## src/rtl/cart_pkg.sv

```systemverilog
package cart_pkg;
  // bank count for a ROM size selector: 0 -> 8K, 1 -> 16K, 2 -> 32K
  function automatic int bank_count(input int mode);
    return 2 << mode;
  endfunction

  // first hotspot offset within the 4K window
  function automatic int hot_lo(input int mode);
    return 'hFF8 - 2 * mode;
  endfunction
endpackage

```

## src/rtl/cart_rst_sync.sv

```systemverilog
module cart_rst_sync (
  input  logic clk,
  input  logic rst_n,
  output logic srst_n
);
  logic [1:0] sync_q;

  always_ff @(posedge clk or negedge rst_n) begin
    if (!rst_n) sync_q <= 2'b00;
    else        sync_q <= {sync_q[0], 1'b1};
  end

  assign srst_n = sync_q[1];
endmodule

```

## src/rtl/cart_addr_settle.sv

```systemverilog
module cart_addr_settle #(
  parameter int AW   = 13,
  parameter int CW   = 8,
  parameter int CMAX = 187
) (
  input  logic          clk,
  input  logic          rst_n,
  input  logic [AW-1:0] addr_i,
  output logic [AW-1:0] addr_q_o,
  output logic [CW-1:0] cnt_o
);
  logic [AW-1:0] addr_q, addr_d;
  logic [CW-1:0] cnt_q, cnt_d;
  logic          moved, cnt_en;

  always_comb begin
    moved  = (addr_i != addr_q);
    cnt_en = moved || (cnt_q != CW'(CMAX));
    addr_d = addr_i;
    cnt_d  = moved ? '0 : cnt_q + 1'b1;
  end

  always_ff @(posedge clk or negedge rst_n) begin
    if (!rst_n) begin
      addr_q <= '0;
      cnt_q  <= '0;
    end else begin
      addr_q <= addr_d;
      if (cnt_en) cnt_q <= cnt_d;
    end
  end

  assign addr_q_o = addr_q;
  assign cnt_o    = cnt_q;
endmodule

```

## src/rtl/cart_bank_ctl.sv

```systemverilog
module cart_bank_ctl #(
  parameter int MODE   = 2,
  parameter int HS_DLY = 75,
  parameter int CW     = 8,
  localparam int NB     = cart_pkg::bank_count(MODE),
  localparam int BANK_W = $clog2(NB)
) (
  input  logic              clk,
  input  logic              rst_n,
  input  logic [12:0]       addr_q_i,
  input  logic [CW-1:0]     cnt_i,
  output logic [BANK_W-1:0] bank_o
);
  localparam int HLO = cart_pkg::hot_lo(MODE);
  localparam int HHI = HLO + NB - 1;

  logic              hit, fire;
  logic [BANK_W-1:0] bank_q, bank_d;

  always_comb begin
    hit    = addr_q_i[12] && (addr_q_i[11:0] >= 12'(HLO)) && (addr_q_i[11:0] <= 12'(HHI));
    fire   = hit && (cnt_i == CW'(HS_DLY - 1));
    bank_d = BANK_W'(addr_q_i[11:0] - 12'(HLO));
  end

  always_ff @(posedge clk or negedge rst_n) begin
    if (!rst_n)    bank_q <= BANK_W'(NB - 1);
    else if (fire) bank_q <= bank_d;
  end

  assign bank_o = bank_q;

  // the bank moves only after a settled cartridge-space address
  assert_bank_settled_R7: assert property (@(posedge clk) disable iff (!rst_n)
    (bank_q != $past(bank_q)) |-> ($past(addr_q_i[12]) && ($past(cnt_i) == CW'(HS_DLY - 1))));
endmodule

```

## src/rtl/cart_we_gen.sv

```systemverilog
module cart_we_gen #(
  parameter int WE_ON  = 137,
  parameter int WE_OFF = 187,
  parameter int CW     = 8
) (
  input  logic [5:0]    win_i,
  input  logic [CW-1:0] cnt_i,
  output logic          we_o
);
  logic in_wport, in_time;

  always_comb begin
    in_wport = win_i[5] && (win_i[4:1] == 4'd0) && !win_i[0];
    in_time  = (cnt_i >= CW'(WE_ON - 1)) && (cnt_i < CW'(WE_OFF - 1));
    we_o     = in_wport && in_time;
  end
endmodule

```

## src/rtl/cart_ctl.sv

```systemverilog
module cart_ctl #(
  parameter int MODE   = 2,
  parameter int HS_DLY = 75,
  parameter int WE_ON  = 137,
  parameter int WE_OFF = 187,
  localparam int NBANK  = cart_pkg::bank_count(MODE),
  localparam int BANK_W = $clog2(NBANK)
) (
  input  logic              clk,
  input  logic              rst_n,
  input  logic [12:0]       addr,
  output logic              rom_en,
  output logic              ram_en,
  output logic              ram_we,
  output logic [BANK_W-1:0] rom_bank
);
  localparam int CW = $clog2(WE_OFF + 1);

  logic          srst_n;
  logic [12:0]   addr_q;
  logic [CW-1:0] cnt;

  cart_rst_sync u_rst (.clk(clk), .rst_n(rst_n), .srst_n(srst_n));

  cart_addr_settle #(.AW(13), .CW(CW), .CMAX(WE_OFF)) u_settle (
    .clk(clk), .rst_n(srst_n), .addr_i(addr), .addr_q_o(addr_q), .cnt_o(cnt));

  cart_bank_ctl #(.MODE(MODE), .HS_DLY(HS_DLY), .CW(CW)) u_bank (
    .clk(clk), .rst_n(srst_n), .addr_q_i(addr_q), .cnt_i(cnt), .bank_o(rom_bank));

  cart_we_gen #(.WE_ON(WE_ON), .WE_OFF(WE_OFF), .CW(CW)) u_we (
    .win_i(addr_q[12:7]), .cnt_i(cnt), .we_o(ram_we));

  always_comb begin
    ram_en = addr[12] && (addr[11:8] == 4'd0);
    rom_en = addr[12] && !ram_en;
  end

  // the chip enables exclude each other
  assert_enables_exclusive_R3: assert property (@(posedge clk) disable iff (!srst_n)
    !(ram_en && rom_en));

  // a strobe on a stable bus lands in the write port only
  assert_strobe_write_port_R4: assert property (@(posedge clk) disable iff (!srst_n)
    (ram_we && $stable(addr)) |-> (ram_en && !addr[7]));

  // the strobe starts only on an address that has settled
  assert_strobe_settled_R5: assert property (@(posedge clk) disable iff (!srst_n)
    $rose(ram_we) |-> (addr == $past(addr)));
endmodule

```

## config.mk

```make
export PLATFORM = sky130hd
export DESIGN_NAME = cart_ctl
export DESIGN_NICKNAME = d
export VERILOG_FILES = /design/src/rtl/cart_pkg.sv /design/src/rtl/cart_rst_sync.sv /design/src/rtl/cart_addr_settle.sv /design/src/rtl/cart_bank_ctl.sv /design/src/rtl/cart_we_gen.sv /design/src/rtl/cart_ctl.sv
export SDC_FILE = /design/constraint.sdc
export NUM_CORES = 1
export LEC_CHECK = 0
export BUFFER_PORTS_ARGS = -buffer_cell sky130_fd_sc_hd__buf_2
export CAP_MARGIN = 20
export CORE_MARGIN = 4
export CORE_UTILIZATION = 56
export CTS_BUF_LIST = sky130_fd_sc_hd__clkbuf_4 sky130_fd_sc_hd__clkbuf_8
export CTS_CLUSTER_DIAMETER = 80
export DETAILED_ROUTE_END_ITERATION = 8
export PLACE_DENSITY = 0.9
export SYNTH_ARGS = -nofsm -noshare
export SYNTH_HDL_FRONTEND = slang
export SYNTH_SLANG_ARGS = --single-unit
```

## constraint.sdc

```tcl
create_clock -name clk -period 1.1 [get_ports clk]
set_input_delay 0.055 -clock clk [delete_from_list [all_inputs] [get_ports clk]]
set_output_delay 0.055 -clock clk [all_outputs]
set_load 0.01 [all_outputs]
```

==> flow_metrics.tcl, run 1 <==
set metrics [dict create \
    die-height_um 53.2 \
    synth_common_cells "dfrtp_1, xor2_1, nor3_1, xnor2_1, nand3_1" \
    synth_area_leaders "dfrtp_1, xor2_1, dfstp_2" \
    grt_max_degree 25 \
    synth.most_common_cell "dfrtp_1" \
    cts_buffers 3 \
    dpl.hpwl_um 1870 \
    start_util_pct 58.4 \
    ys_types 26 \
    cts_sinks 26 \
    antenna_found_initial 0 \
    gp_congestion 0.855 \
    yosys.area.top_type "dfrtp_1" \
    clockRootBuffer "clkbuf_4" \
    die_width_um 53.2 \
    synth-seq-area-share_pct 57.1 \
    io_buffers 20 \
    synth_nets 109 \
    async_reset_ff_share_pct 100 \
    worstEndpointType "register input" \
    crit_endpoint "u_settle.cnt_o[1]$_DFFE_PN0P_/D" \
    synth_area_um2 1150 \
    status "aborted with a tool error" \
    synth-edff-count 0 \
    yosys_warnings 0 \
    cts.path.max_buffers 2 \
    avgSynthCellArea_um2 12.5 \
    num_rows 16 \
    stop_stage "global routing" \
    toolErrorMsg "[ERROR DPL-0033] detailed placement checks failed during check placement." \
    synth_ff_type "dfrtp_1" \
    cts_htree_levels 1 \
    ios 21 \
    synth_top_area_share_pct 50.2 \
    synth_seq_cells 26 \
    synth_cells 92 \
]
[through the flow]
stage	worst slack, ps	std cells	setup TNS (ps)	hold WS [ps]	cell area, um2
floorplan	-302	92	-1950	-241	1150
global placement	-386	162	-3560	-161	1460
detailed placement	-409	162	-3900	-158	1460
CTS	-475	190	-4300	20.4	1820
[cells by family after synthesis]
group	share of synthesized area (%)
other cells	0.327
mux	2.84
buf+inv	0.655
flops	57.1
xor+xnor	15.3
compound gates	3.17
simple gates	18.5
fa+ha+maj	2.18
[repair_timing]
item,in CTS
setup buffers,10
endpoints found under the setup margin,12
pin swaps,15
endpoints found under the hold margin,15
resized for setup,25
hold buffers,14
==> run 2: changes to the inputs <==
Settings changed: CORE_AREA set to 4 4 65 67, CORE_MARGIN 4 to unset, CORE_UTILIZATION 56 to unset, CTS_BUF_LIST sky130_fd_sc_hd__clkbuf_4 sky130_fd_sc_hd__clkbuf_8 to unset, CTS_CLUSTER_DIAMETER 80 to unset, DIE_AREA set to 0 0 69 71, PLACE_DENSITY 0.9 to unset, PLACE_DENSITY_LB_ADDON set to 0.15.
==> run 2 against run 1 <==
The flow now finishes, with violations (negative setup slack). Area after synthesis unchanged. Synthesized cell count did not move.
==> flow_metrics.tcl, run 2 <==
set metrics [dict create \
    status "finished with violations" \
    violations "negative setup slack" \
    synth_top_family_by_area "simple AND/OR/NAND/NOR gates" \
    grt_overflow 0 \
    timing.final.crit_share_pct 139 \
    cts_htree_levels 1 \
    ys_types 26 \
    synth_ff_type "dfrtp_1" \
    crit_type "reg -> out" \
    n_antenna_cell 0 \
    max-vdd-ir-drop_mv 0.838 \
    dpl.hpwl_um 1890 \
    finalSetupTns_ps -4610 \
    reg2reg_depth 4 \
    synth_area_um2 1150 \
    slew_violations 0 \
    fin_worst_skew_ps 4.17 \
    path_clk_slew_ps 80 \
    min_path_cells 2 \
    avgSynthCellArea_um2 12.5 \
    rsz0062_at_grt "true" \
    cts.path.max_buffers 2 \
    synth.most_common_cell "dfrtp_1" \
    crit_family "flip-flops" \
    num_rows 22 \
    stdcell_count 206 \
    synth-simple-area-share_pct 18.4 \
    period_minus_slack_ps 1530 \
    cap_violations 0 \
    synth-compound-area-share_pct 3.17 \
    fmax_ghz 0.652 \
    dp.cells 183 \
    synth_common_cells "dfrtp_1, xor2_1, nor3_1, xnor2_1, nand3_1" \
    critical_path.max_stage_delay_ps 410 \
    cts_buffers 3 \
    ant_nets 0 \
    crit_chain "buf_6 -> nor4b_4 -> o311ai_2 -> nor2_1 -> buf_2" \
    die_width_um 69 \
    gp_congestion 0.736 \
    synth-edff-count 0 \
    routedWlPerCell_um 13.2 \
    min_delay_worst_endpoint "u_settle.addr_q_o[8]" \
    setup_ws_ps -434 \
    synth_area_leaders "dfrtp_1, xor2_1, dfstp_2" \
    min_from "addr[8]" \
    vias 948 \
    fin_area_um2 1880 \
    path_buf_inv 2 \
    arrival_ps 1480 \
    synth-seq-area-share_pct 57.1 \
    antenna_found_initial 0 \
    layout_common_cells "buf_4, dfrtp_1, buf_2, xor2_1, dlygate4sd3_1" \
    synth_top_area_share_pct 50.2 \
    hold_viol_final 0 \
    required_ps 1040 \
    holdCritPathClass "in -> reg" \
    largest_reg_flops 13 \
    nets 176 \
    p_per_area_nw_per_um2 970 \
    synth_mux_area_share_pct 2.84 \
    dpl-instance-area_um2 1480 \
    worst_r2r_endpoint "u_settle.cnt_o[1]" \
    yosys.area.top_type "dfrtp_1" \
    area_growth_pct 63.6 \
    synth_nets 109 \
    avgViaCountPerCell 4.60 \
    async_reset_ff_share_pct 100 \
    die-height_um 71 \
    leakagePower_nw 0.880 \
    utilization_pct 51.6 \
    drc_errors 0 \
    cp-start-kind "register" \
    setup_viol 12 \
    track_usage_pct 12.0 \
    die_area_um2 4900 \
    crit_fanout 2 \
    power_w 0.00182 \
    tritoncts "done" \
    clockRootBuffer "clkbuf_8" \
    drive_gt1_share_pct 53.2 \
    wl_um 2720 \
    end_kind "primary output" \
    synthAdderAreaFrac_pct 2.18 \
    ios 21 \
    regToRegSetupSlack_ps -430 \
    yosys_warnings 0 \
    synth_cells 92 \
    synth-xor-area-share_pct 15.3 \
    io_buffers 20 \
    drt_iter0_markers 25 \
    grt_max_degree 25 \
    synth_seq_cells 26 \
    core_region_area_um2 3630 \
    start_util_pct 31.5 \
    insertion_delay_ps 270 \
    critPathSlowestCell "dfrtp_1" \
    cts_sinks 26 \
    reg2reg_from "u_settle.addr_q_o[5]" \
    grt_pass1_vias 1023 \
    final_common_cell "buf_4" \
    grt_pass1_wl_um 4650 \
    drtPass1Iterations 2 \
]
run 2: cell counts after synthesis:
Identical to the previous run, type by type.
run 2: worst max-delay path by stage:
stage	startpoint	endpoint	slack [ps]	depth (start not counted)
6_report	u_settle.addr_q_o[8]	ram_we	-430	5
5_1_grt	u_settle.addr_q_o[5]	u_settle.cnt_o[1]	-570	4
4_1_cts	u_settle.addr_q_o[8]	ram_we	-460	5
3_5_place_dp	u_settle.addr_q_o[5]	u_settle.cnt_o[7]	-450	5
3_3_place_gp	u_settle.addr_q_o[4]	u_settle.cnt_o[0]	-430	5
2_1_floorplan	u_settle.addr_q_o[4]	u_settle.cnt_o[1]	-300	4
run 2: power breakdown:
part	internal (W)	switching, W	total, W
clock network	0.000320	0.000287	0.000607
logic	0.000113	0.0000941	0.000207
registers	0.000984	0.0000222	0.00101
run 2: metal layers:
metal  global-route usage (%)  up-vias  routed length (um)
met4                     4.77        0                  68
met2                     20.8       20                1410
met1                     14.4      462                1130
met5                        0        -                   0
li1                         -      458                   -
met3                     2.70        8                 117
run 2: what timing repair did:
action | 4_1_cts | 5_1_grt
hold buffers | 11 | 0
setup endpoints to repair | 12 | 12
gates resized for setup | 19 | 16
pin swaps | 11 | 10
hold endpoints to repair | 12 | 0
setup buffers | 7 | 1
run 2: worst register-to-register path, delay by kind of cell (launching register included):
| kind | cells | cell delay [ps] |
|---|---|---|
| DFF | 1 | 400 |
| xor gates and xnor gates | 1 | 160 |
| AOI/OAI and AO/OA | 1 | 320 |
| and+or+nand+nor | 2 | 550 |
run 2: logic make-up (layout without fill, tap and decap cells):
logic type / after synthesis / after routing
and+or+nand+nor: 34 / 34
DFF: 26 / 26
xor gates and xnor gates: 20 / 20
AOI/OAI and AO/OA: 4 / 4
muxes: 3 / 3
adders and majority gates: 2 / 2
buffers and inverters: 2 / 68
other: 1 / 1
run 2: metrics by stage:
step | setup WS (ps) | hold slack, ps
final | -434 | 12.6
after global placement | -428 | -160
after global routing | -566 | 2.73
after detailed placement | -449 | -157
after CTS | -458 | 6.22
after floorplan | -302 | -241
run 2: area by class of cell:
type / instances / area, um2
fill: 343 / 1760
clock buffer: 4 / 55.1
sequential: 26 / 654
inverter: 2 / 7.51
tap: 48 / 60.1
multi-input combinational: 64 / 633
timing repair buffer: 62 / 465
Note: power is estimated with default switching activity, not from simulation.
==> run 3: changes to the inputs <==
==> constraint.sdc (replaced) <==
create_clock -name clk -period 1.1 [get_ports clk]
set_input_delay 0.11 -clock clk [delete_from_list [all_inputs] [get_ports clk]]
set_output_delay 0.11 -clock clk [all_outputs]
set_load 0.01 [all_outputs]
==> run 3 against run 2 <==
The run still ends with negative setup slack left. Clock power decreased by 1%. First-iteration DRC count decreased by 20%. Clock skew decreased by 2.7 ps. Flip-flop and latch count unchanged. Largest power group unchanged. Non-clock buffer count decreased by 7. Die area unchanged. Critical endpoint unchanged. Final cell count decreased by 3.4%. Power decreased by 0.33%. Clock-buffer cell count unchanged.
==> flow_metrics.tcl, run 3 (synthesis results as in run 2) <==
set metrics [dict create \
    fillers 348 \
    avgViaCountPerCell 4.59 \
    cts_buffers 3 \
    start_util_pct 31.5 \
    area_growth_pct 59.5 \
    critPathSlowestCell "dfrtp_1" \
    drc_errors 0 \
    setup_viol 12 \
    timing.final.crit_share_pct 142 \
    end_kind "primary output" \
    wl_um 2600 \
    track_usage_pct 11.4 \
    crit_type "reg -> out" \
    grt_overflow 0 \
    fin_worst_skew_ps 1.49 \
    layout_common_cells "dfrtp_1, buf_2, buf_4, xor2_1, dlygate4sd3_1" \
    drive_gt1_share_pct 51.7 \
    die-height_um 71 \
    num_rows 22 \
    cts_htree_levels 1 \
    max-vdd-ir-drop_mv 0.899 \
    ant_nets 0 \
    crit_fanout 3 \
    core_region_area_um2 3630 \
    grt_pass1_wl_um 4500 \
    dp.cells 178 \
    largest_reg_flops 13 \
    crit_chain "nor4b_2 -> o311ai_2 -> nor2_1 -> buf_2" \
    grt_max_degree 25 \
    nets 169 \
    stdcell_count 199 \
    path_clk_slew_ps 80 \
    slew_violations 0 \
    antenna_found_initial 0 \
    n_antenna_cell 0 \
    dpl.hpwl_um 1850 \
    p_per_area_nw_per_um2 992 \
    fmax_ghz 0.639 \
    cap_violations 0 \
    period_minus_slack_ps 1570 \
    holdCritPathClass "in -> reg" \
    io_buffers 20 \
    arrival_ps 1460 \
    vias 913 \
    grt_pass1_vias 975 \
    cts_sinks 26 \
    cts.path.max_buffers 2 \
    cp-start-kind "register" \
    critical_path.max_stage_delay_ps 420 \
    die_area_um2 4900 \
    violations "negative setup slack" \
    path_buf_inv 1 \
    insertion_delay_ps 260 \
    setup_ws_ps -466 \
    crit_family "simple AND/OR/NAND/NOR gates" \
    final_common_cell "dfrtp_1" \
    drtPass1Iterations 3 \
    required_ps 990 \
    rsz0062_at_grt "true" \
    clockRootBuffer "clkbuf_8" \
    utilization_pct 50.3 \
    gp_congestion 0.713 \
    hold_viol_final 0 \
    die_width_um 69 \
    routedWlPerCell_um 13.1 \
    leakagePower_nw 0.825 \
    drt_iter0_markers 20 \
    tritoncts "done" \
    status "finished with violations" \
    ios 21 \
]
[run 3: worst paths after layout]
check / from / endpoint / slack, ps / cells after the start
max in group asynchronous: u_rst.sync_q[1] / u_bank.bank_o[0] / 590 / 1
min in group asynchronous: rst_n / u_rst.sync_q[1] / 150 / 2
setup reg to reg: u_settle.addr_q_o[11] / u_settle.cnt_o[1] / -440 / 4
hold reg to reg: u_rst.sync_q[1] / u_settle.cnt_o[2] / 230 / 1
setup / recovery: u_settle.addr_q_o[9] / ram_we / -470 / 4
hold / removal: addr[10] / u_settle.addr_q_o[10] / 80 / 2
[run 3: final cells by class]
class                           instances  area, um2  area share (%)
Clock buffer                            4       55.1            3.01
Inverter                                2       7.51           0.411
Sequential cell                        26        654            35.8
Timing Repair Buffer                   55        417            22.8
Multi-Input combinational cell         64        634            34.7
Tap cell                               48       60.1            3.29
[run 3: layer usage]
metal  GRT usage [%]  vias to the layer above  wire, um
li1                -                      443         -
met1            14.1                      449      1080
met2            20.1                       17      1370
met3            3.13                        4       118
met4            1.95                        0        29
met5               0                        -         0
[run 3: timing repair]
| action | 4_1_cts | 5_1_grt |
|---|---|---|
| hold endpoints to repair | 12 | 0 |
| gates resized for setup | 24 | 12 |
| pin swaps | 13 | 5 |
| buffers inserted | 3 | 3 |
| hold buffers | 11 | 0 |
| endpoints found under the setup margin | 12 | 13 |
[run 3: through the flow]
stage / TNS [ps] / worst slack (ps) / total power (W) / instance area [um2] / hold slack [ps]
after CTS: -4290 / -477 / 0.00183 / 1740 / 65.0
after global placement: -4230 / -449 / 0.00117 / 1440 / -105
after detailed placement: -4480 / -438 / 0.00117 / 1440 / -103
after floorplan: -1950 / -302 / 0.00109 / 1150 / -186
after global routing: -5780 / -571 / 0.00192 / 1830 / 62.1
final: -4660 / -466 / 0.00181 / 1830 / 76.9
[run 3: power breakdown]
group / switching, W / internal (W)
logic: 0.0000920 / 0.000113
registers: 0.0000255 / 0.000984
clock network: 0.000280 / 0.000319
total: 0.000398 / 0.00142
